[config.mk]
export PLATFORM = sky130hd
export DESIGN_NAME = pp_frame_reader
export DESIGN_NICKNAME = d
export VERILOG_FILES = /design/src/rtl/pp_pkg.sv /design/src/rtl/pp_sync.sv /design/src/rtl/pp_sck_gen.sv /design/src/rtl/pp_frame_ctrl.sv /design/src/rtl/pp_decode.sv /design/src/rtl/pp_result_bank.sv /design/src/rtl/pp_frame_reader.sv
export SDC_FILE = /design/constraint.sdc
export NUM_CORES = 1
export LEC_CHECK = 0
export BUFFER_PORTS_ARGS = -buffer_cell sky130_fd_sc_hd__clkbuf_2
export CORE_MARGIN = 4
export CORE_UTILIZATION = 35
export DETAILED_ROUTE_END_ITERATION = 12
export GPL_TIMING_DRIVEN = 0
export PLACE_DENSITY = 0.51
export SLEW_MARGIN = 20
export SYNTH_ARGS = -nofsm -noshare
export SYNTH_HDL_FRONTEND = slang
export SYNTH_HIERARCHICAL = 1
export SYNTH_SLANG_ARGS = --single-unit
[constraint.sdc]
create_clock -name clk -period 2.77 [get_ports clk]
set_clock_uncertainty 0.2 [all_clocks]
set_input_delay 0.554 -clock clk [delete_from_list [all_inputs] [get_ports clk]]
set_output_delay 0.554 -clock clk [all_outputs]
set_load 0.01 [all_outputs]
[src/rtl/pp_pkg.sv]
package pp_pkg;

    localparam int FRAME_BITS = 19;
    localparam int MAG_BITS   = 16;
    localparam int RES_BITS   = MAG_BITS + 1;
    localparam int RDY_POS    = FRAME_BITS - 1;
    localparam int TAG_POS    = FRAME_BITS - 2;
    localparam int SIGN_POS   = MAG_BITS;
    localparam int NUM_CH     = 2;

    localparam logic [MAG_BITS-1:0] POS_CLAMP_MAG = {1'b1, {(MAG_BITS-1){1'b0}}};
    localparam logic [MAG_BITS-1:0] NEG_CLAMP_MAG = {1'b0, {(MAG_BITS-1){1'b1}}};

    typedef logic [FRAME_BITS-1:0] frame_t;

    typedef struct packed {
        logic                       ok;
        logic                       tag;
        logic signed [RES_BITS-1:0] value;
        logic                       over;
        logic                       under;
    } result_t;

    typedef enum logic [1:0] {
        RD_IDLE  = 2'd0,
        RD_POLL  = 2'd1,
        RD_SHIFT = 2'd2
    } rd_state_e;

    function automatic logic signed [RES_BITS-1:0] code_to_signed(
        input logic                sign,
        input logic [MAG_BITS-1:0] mag
    );
        return {~sign, mag};
    endfunction

endpackage

[src/rtl/pp_sync.sv]
module pp_sync #(
    parameter int   STAGES   = 2,
    parameter logic RST_VAL  = 1'b1
) (
    input  logic clk,
    input  logic rst,
    input  logic d_i,
    output logic q_o
);
    logic [STAGES-1:0] chain;

    generate
        if (STAGES == 1) begin : g_one
            always_ff @(posedge clk) begin
                if (rst) chain <= RST_VAL;
                else     chain <= d_i;
            end
        end else begin : g_many
            always_ff @(posedge clk) begin
                if (rst) chain <= {STAGES{RST_VAL}};
                else     chain <= {chain[STAGES-2:0], d_i};
            end
        end
    endgenerate

    assign q_o = chain[STAGES-1];
endmodule

[src/rtl/pp_sck_gen.sv]
module pp_sck_gen #(
    parameter int DIV_HALF = 50
) (
    input  logic clk,
    input  logic rst,
    input  logic run_i,
    output logic tick_o
);
    localparam int CW = $clog2(DIV_HALF + 1);
    localparam logic [CW-1:0] LAST = CW'(DIV_HALF - 1);

    logic [CW-1:0] cnt;

    always_ff @(posedge clk) begin
        if (rst || !run_i)     cnt <= '0;
        else if (cnt == LAST)  cnt <= '0;
        else                   cnt <= cnt + 1'b1;
    end

    assign tick_o = run_i && (cnt == LAST);
endmodule

[src/rtl/pp_frame_ctrl.sv]
module pp_frame_ctrl
    import pp_pkg::*;
#(
    parameter int IDLE_CYC = 100
) (
    input  logic   clk,
    input  logic   rst,
    input  logic   enable_i,
    input  logic   sdo_s_i,
    input  logic   tick_i,
    output logic   run_o,
    output logic   sck_o,
    output logic   cs_n_o,
    output logic   frame_stb_o,
    output frame_t frame_o
);
    localparam int BW = $clog2(FRAME_BITS + 1);
    localparam int IW = $clog2(IDLE_CYC + 1);
    localparam logic [BW-1:0] LAST_BIT = BW'(FRAME_BITS);

    rd_state_e     state;
    logic [BW-1:0] bit_cnt;
    logic [IW-1:0] idle_cnt;
    frame_t        shreg;
    logic          sck_q;
    logic          cs_n_q;
    logic          stb_q;

    always_ff @(posedge clk) begin
        if (rst) begin
            state    <= RD_IDLE;
            bit_cnt  <= '0;
            idle_cnt <= '0;
            shreg    <= '0;
            sck_q    <= 1'b0;
            cs_n_q   <= 1'b1;
            stb_q    <= 1'b0;
        end else begin
            stb_q <= 1'b0;
            unique case (state)
                RD_IDLE: begin
                    if (idle_cnt != '0) begin
                        idle_cnt <= idle_cnt - 1'b1;
                    end else if (enable_i) begin
                        cs_n_q  <= 1'b0;
                        bit_cnt <= '0;
                        state   <= RD_POLL;
                    end
                end
                RD_POLL: begin
                    if (tick_i && !sdo_s_i) begin
                        state <= RD_SHIFT;
                    end
                end
                RD_SHIFT: begin
                    if (tick_i) begin
                        if (!sck_q) begin
                            sck_q   <= 1'b1;
                            shreg   <= {shreg[FRAME_BITS-2:0], sdo_s_i};
                            bit_cnt <= bit_cnt + 1'b1;
                        end else begin
                            sck_q <= 1'b0;
                            if (bit_cnt == LAST_BIT) begin
                                cs_n_q   <= 1'b1;
                                stb_q    <= 1'b1;
                                idle_cnt <= IW'(IDLE_CYC);
                                state    <= RD_IDLE;
                            end
                        end
                    end
                end
                default: state <= RD_IDLE;
            endcase
        end
    end

    assign run_o       = (state == RD_POLL) || (state == RD_SHIFT);
    assign sck_o       = sck_q;
    assign cs_n_o      = cs_n_q;
    assign frame_stb_o = stb_q;
    assign frame_o     = shreg;
endmodule

[src/rtl/pp_decode.sv]
module pp_decode
    import pp_pkg::*;
(
    input  frame_t  frame_i,
    output result_t res_o
);
    logic                sign;
    logic [MAG_BITS-1:0] mag;

    assign sign = frame_i[SIGN_POS];
    assign mag  = frame_i[MAG_BITS-1:0];

    always_comb begin
        res_o.ok    = ~frame_i[RDY_POS];
        res_o.tag   = frame_i[TAG_POS];
        res_o.value = code_to_signed(sign, mag);
        res_o.over  = sign && (mag == POS_CLAMP_MAG);
        res_o.under = !sign && (mag == NEG_CLAMP_MAG);
    end
endmodule

[src/rtl/pp_result_bank.sv]
module pp_result_bank
    import pp_pkg::*;
(
    input  logic                       clk,
    input  logic                       rst,
    input  logic                       stb_i,
    input  result_t                    res_i,
    output logic signed [RES_BITS-1:0] value_o [NUM_CH],
    output logic [NUM_CH-1:0]          valid_o,
    output logic [NUM_CH-1:0]          over_o,
    output logic [NUM_CH-1:0]          under_o,
    output logic                       last_tag_o,
    output logic                       seq_err_o
);
    logic accept;
    logic have_prev;

    assign accept = stb_i && res_i.ok;

    generate
        for (genvar c = 0; c < NUM_CH; c++) begin : g_ch
            logic hit;
            assign hit = accept && (res_i.tag == c[0]);
            always_ff @(posedge clk) begin
                if (rst) begin
                    value_o[c] <= '0;
                    valid_o[c] <= 1'b0;
                    over_o[c]  <= 1'b0;
                    under_o[c] <= 1'b0;
                end else begin
                    valid_o[c] <= hit;
                    if (hit) begin
                        value_o[c] <= res_i.value;
                        over_o[c]  <= res_i.over;
                        under_o[c] <= res_i.under;
                    end
                end
            end
        end
    endgenerate

    always_ff @(posedge clk) begin
        if (rst) begin
            have_prev  <= 1'b0;
            last_tag_o <= 1'b0;
            seq_err_o  <= 1'b0;
        end else begin
            seq_err_o <= accept && have_prev && (last_tag_o == res_i.tag);
            if (accept) begin
                have_prev  <= 1'b1;
                last_tag_o <= res_i.tag;
            end
        end
    end
endmodule

[src/rtl/pp_frame_reader.sv]
module pp_frame_reader
    import pp_pkg::*;
#(
    parameter int DIV_HALF    = 50,
    parameter int IDLE_CYC    = 100,
    parameter int SYNC_STAGES = 2
) (
    input  logic                       clk,
    input  logic                       rst,
    input  logic                       enable_i,
    input  logic                       sdo_i,
    output logic                       sck_o,
    output logic                       cs_n_o,
    output logic signed [RES_BITS-1:0] ch0_value_o,
    output logic                       ch0_valid_o,
    output logic                       ch0_over_o,
    output logic                       ch0_under_o,
    output logic signed [RES_BITS-1:0] ch1_value_o,
    output logic                       ch1_valid_o,
    output logic                       ch1_over_o,
    output logic                       ch1_under_o,
    output logic                       last_tag_o,
    output logic                       seq_err_o
);
    logic                       sdo_s;
    logic                       run;
    logic                       tick;
    logic                       frame_stb;
    frame_t                     frame;
    result_t                    res;
    logic signed [RES_BITS-1:0] values [NUM_CH];
    logic [NUM_CH-1:0]          valids;
    logic [NUM_CH-1:0]          overs;
    logic [NUM_CH-1:0]          unders;

    pp_sync #(.STAGES(SYNC_STAGES), .RST_VAL(1'b1)) u_sync (
        .clk (clk),
        .rst (rst),
        .d_i (sdo_i),
        .q_o (sdo_s)
    );

    pp_sck_gen #(.DIV_HALF(DIV_HALF)) u_sck (
        .clk    (clk),
        .rst    (rst),
        .run_i  (run),
        .tick_o (tick)
    );

    pp_frame_ctrl #(.IDLE_CYC(IDLE_CYC)) u_ctrl (
        .clk         (clk),
        .rst         (rst),
        .enable_i    (enable_i),
        .sdo_s_i     (sdo_s),
        .tick_i      (tick),
        .run_o       (run),
        .sck_o       (sck_o),
        .cs_n_o      (cs_n_o),
        .frame_stb_o (frame_stb),
        .frame_o     (frame)
    );

    pp_decode u_dec (
        .frame_i (frame),
        .res_o   (res)
    );

    pp_result_bank u_bank (
        .clk        (clk),
        .rst        (rst),
        .stb_i      (frame_stb),
        .res_i      (res),
        .value_o    (values),
        .valid_o    (valids),
        .over_o     (overs),
        .under_o    (unders),
        .last_tag_o (last_tag_o),
        .seq_err_o  (seq_err_o)
    );

    assign ch0_value_o = values[0];
    assign ch1_value_o = values[1];
    assign ch0_valid_o = valids[0];
    assign ch1_valid_o = valids[1];
    assign ch0_over_o  = overs[0];
    assign ch1_over_o  = overs[1];
    assign ch0_under_o = unders[0];
    assign ch1_under_o = unders[1];
endmodule

==> results.md <==
- The transition at the pin with the smallest max-transition slack is 671 ps.
- The slowest library cell on the worst path is or4_1.
- The hold buffer count at CTS is 0.
- The count of endpoints failing hold in the final timing report is 0.
- The placed wire-length estimate is around 6200 um.
- The required time of the critical path is around 2800 ps.
- Clock latency on the worst-skew pair, taken at its later pin, is 340 ps.
- The critical path's largest stage delay is between 500 and 600 ps.
- The TritonCTS clock tree is built.
- The number of CTS-inserted buffers is 9.
- The area of the mapped netlist is a little under 4000 um2.
- The signal on the critical path passes through ha_1 > nand4b_1 > nor3b_2 > nand2b_1 > a21o_1 > or4_1 > a31oi_1.
- The remaining global-route overflow is 0.
- The warning count from the yosys run is 6.
- The flow ran to the end, and the final reports show no timing, DRC or antenna violations.
- After floorplanning, the core was sized to cover about 11,000 um2.
- Dividing the final minimum period by the clock period gives between 80 and 90%.
- Global routing used 14.0% of the available tracks.
- In the final timing run, aggregate negative setup slack is 0 ps.
- CTS placed an instance of clkbuf_16 at the clock tree root.
- The final critical-path required period is 2430 ps.
- The tree built by TritonCTS fans out to 87 sinks.
- For this configuration, the core starts out at a cell density of 36.0%.
- The number of nets produced by synthesis is 438.
- The worst reg-to-reg path cell count is 7.
- In this design, the largest share of critical-path delay is due to simple AND/OR/NAND/NOR gates.
- Counting instances, the worst hold path has a depth of 1.
- Setup slack on the worst reg-to-reg path comes out at 340 ps.
- Setup repair after global routing left no endpoint under its margin.
- The mean number of vias per cell is 4.86.
- The number of pins with negative max-slew slack in the final report is 0.
- Tracing the worst setup path back leads to its startpoint at u_sck/cnt[0]$_SDFF_PP0_.
- The maximum buffer depth of the clock tree is 2.
- Once layout is complete, the utilization of the core stands at 42.4%.
- The overall power is approximately 0.0031 W.
- By instance count, the leading cell after synthesis is dfxtp_1.
- Along the worst path, the maximum fanout reaches 10.
- The count of port buffers added during placement is between 40 and 50.
- Data on the critical path arrives at its endpoint at 2490 ps.
- The area growth from synthesis to layout is 17.8%.
- The buffer and inverter count on the worst path is 0.
- Of all cell types, the one taking the most synthesized area is dfxtp_1.
- By area the synthesized netlist is led by dfxtp_1 44%, mux2i_1 10%, nand2b_1 9.7%, nand2_1 5.0%, a21oi_1 3.6%.
- Wires add up to approximately 8600 um.
- The share of Yosys cell area claimed by the top area cell type is 44.3%.
- After detailed routing, the average wire length per cell comes to 13.7 um.
- The deepest level of the CTS H-tree is 3.
- The number of different library cells used by synthesis comes to 53.
- For this design the ratio of total power to cell area is ~670 nW/um2.
- Synthesis inferred between 80 and 90 register bits.
- Synthesis produced 426 cells.
- The category of the critical setup timing path is register to register.
- The number of nets still failing antenna checks after routing is 0.
- Clock-pin slew was measured on the worst setup and hold paths at 60 ps.
- After the first detailed-routing iteration, the DRC count stood at 142.
- Setup slack closes at 344 ps.
- The sequential area share after synthesis is roughly 44%.
- The number of design rule violations left after detail routing is 0.
- Summed over all cells, the static leakage comes to 1.83 nW.
- Across the run, the number of max-cap violations was 0.
- The net count of the finished layout is 496.
- From left edge to right edge, the die measures roughly 110 um.
- The achievable clock frequency is between 400 and 500 MHz.
- The number of antenna violations at the first check in global routing is 0.
- Each instance of the synthesized netlist takes up on average 9.23 um2.
- The first detailed-routing pass ran for 4 iterations.
- The via count of the first global-routing pass is 2,919.
- The floorplan has 38 rows.
- The antenna diode instance count is 0.
- Entering global routing, the biggest net connects 16 pins.
- The worst vdd rail ir drop is 0.460 mV.
- The path category of the worst min-delay check is register to register.
- After synthesis, the share of flip-flops with an asynchronous set or reset is 0%.
- The most instantiated flip-flop cell in the synthesis netlist is dfxtp_1.
- The global-route wire length before repair is 14,600 um.
- The worst setup path is launched from a register.
- The post-placement setup slack is 111 ps.
- The worst slew slack as a fraction of its limit is 55.1%.
- The number of failing setup endpoints in the final timing report is 0.
- The fraction of final layout cells sized beyond drive strength 1 is about a fifth.
- The die is about 110 um tall.
- The worst hold path terminates at u_sync/chain[1]$_SDFF_PP1_.
- The number of enable flip-flop cells after synthesis is 0.
- The count of pins on the block boundary is 48.
- The floorplan step defined a die boundary enclosing about 13,000 um2.
- The endpoint of the worst-slack reg-to-reg timing path is u_ctrl/bit_cnt[3]$_SDFFE_PP0P_.
- Routability-driven placement finished with a final weighted congestion of between 0.7 and 0.8.
- The routed layout has 3,055 vias.
- The commonest cells after synthesis are 87 x dfxtp_1, 61 x nand2b_1, 52 x nand2_1.
- The worst hold path begins at u_sync/chain[0]$_SDFF_PP1_.
- In this run the critical register-to-register path is launched from u_sck/cnt[0]$_SDFF_PP0_.
- The sort of element at the end of the critical path is a register.
[routing by layer]
| metal | global-route usage (%) | routed length (um) | up-vias |
|---|---|---|---|
| met1 | 17.9 | 4080 | 1396 |
| met2 | 22.3 | 3950 | 74 |
| met4 | 4.59 | 114 | 0 |
| li1 | - | - | 1573 |
| met5 | 0 | 0 | - |
| met3 | 4.72 | 466 | 12 |
[worst reg2reg max path: cells and delay by family (launching register included)]
kind / cells / cell delay (ps)
AOI/OAI and AO/OA: 2 / 450
and+or+nand+nor: 4 / 1140
DFF: 1 / 380
adders and majority gates: 1 / 170
[placed cells by master, fill, tap and decap left out, types with 2 or more instances in the layout]
master and n:
dfxtp_1 87, nand2b_1 61, nand2_1 52, clkbuf_2 47, mux2i_1 40, a21oi_1 28
buf_4 18, clkbuf_1 12, nand3_1 10, nor2_1 10, o21ai_0 10, clkbuf_16 9
inv_1 9, ha_1 8, nand4_1 7, buf_2 5, nor3_1 5, or4_1 5
a31oi_1 4, o21a_1 4, clkinv_4 3, buf_6 3, xor2_1 3, nor4b_1 3
clkinvlp_4 2, nand3b_1 2, nor3b_1 2, or2_2 2, o31a_1 2, o211a_1 2
or3_1 2, nor4_1 2, nand4b_1 2, or2_1 2
[cell type report]
class                           instances  area (um2)
Multi-Input combinational cell        291        1920
Buffer                                 38         239
Clock buffer                           10         239
Inverter                               10        37.5
Sequential cell                        87        1740
Tap cell                              140         175
Fill cell                            1115        6300
Timing Repair Buffer                   47         235
Clock inverter                          6        46.3
[worst max-delay path by stage]
stage	endpoint	slack, ps	cells after the start
after floorplan	u_ctrl/bit_cnt[3]$_SDFFE_PP0P_	490	7
after global placement	u_ctrl/state[1]$_SDFFE_PP0P_	70	6
after detailed placement	u_ctrl/state[1]$_SDFFE_PP0P_	110	6
after CTS	u_ctrl/state[1]$_SDFFE_PP0P_	100	6
after global routing	u_ctrl/state[1]$_SDFFE_PP0P_	130	6
final	u_ctrl/bit_cnt[3]$_SDFFE_PP0P_	340	7
[sequential cells by signal, indices dropped and copies added, names as in the netlist]
register and cells:
u_ctrl/sck_o 1, u_bank/seq_err_o 1, u_bank/under_o 2, u_ctrl/idle_cnt 7, u_bank/valid_o 2, u_bank/value_o 34
u_bank/have_prev 1, u_bank/last_tag_o 1, u_ctrl/cs_n_o 1, u_ctrl/frame_stb_o 1, u_ctrl/state 2, u_ctrl/frame_o 19
u_bank/over_o 2, u_ctrl/bit_cnt 5, u_sck/cnt 6, u_sync/chain 2
[logic make-up (layout without fill, tap and decap cells)]
kind of cell    after synthesis  count (layout)  share of synthesized area [%]
compound gates               62              62                           10.0
xor+xnor                      4               4                          0.891
fa+ha+maj                     8               8                           2.54
buf+inv                      48             111                           7.03
flops                        87              87                           44.3
mux                          40              40                           10.2
simple gates                177             177                           25.1
[metrics by stage]
stage / instances / hold WS (ps) / instance area (um2)
floorplan: 426 / 183 / 3930
global placement: 613 / 186 / 4340
detailed placement: 613 / 195 / 4340
CTS: 629 / 203 / 4630
global route: 629 / 220 / 4630
finish: 629 / 200 / 4630
[power by group]
| group | leakage (nW) | switching [W] | internal (W) | total (W) |
|---|---|---|---|---|
| Clock | 0.135 | 0.000506 | 0.000635 | 0.00114 |
| Combinational | 0.994 | 0.000341 | 0.000251 | 0.000592 |
| Sequential | 0.703 | 0.0000594 | 0.00131 | 0.00137 |
| Total | 1.83 | 0.000906 | 0.00219 | 0.00310 |
[timing repair]
item,4_1_cts,5_1_grt
setup buffers,0,0
setup endpoints to repair,0,17
resized for setup,0,1
(Power assumes the default switching activity.)
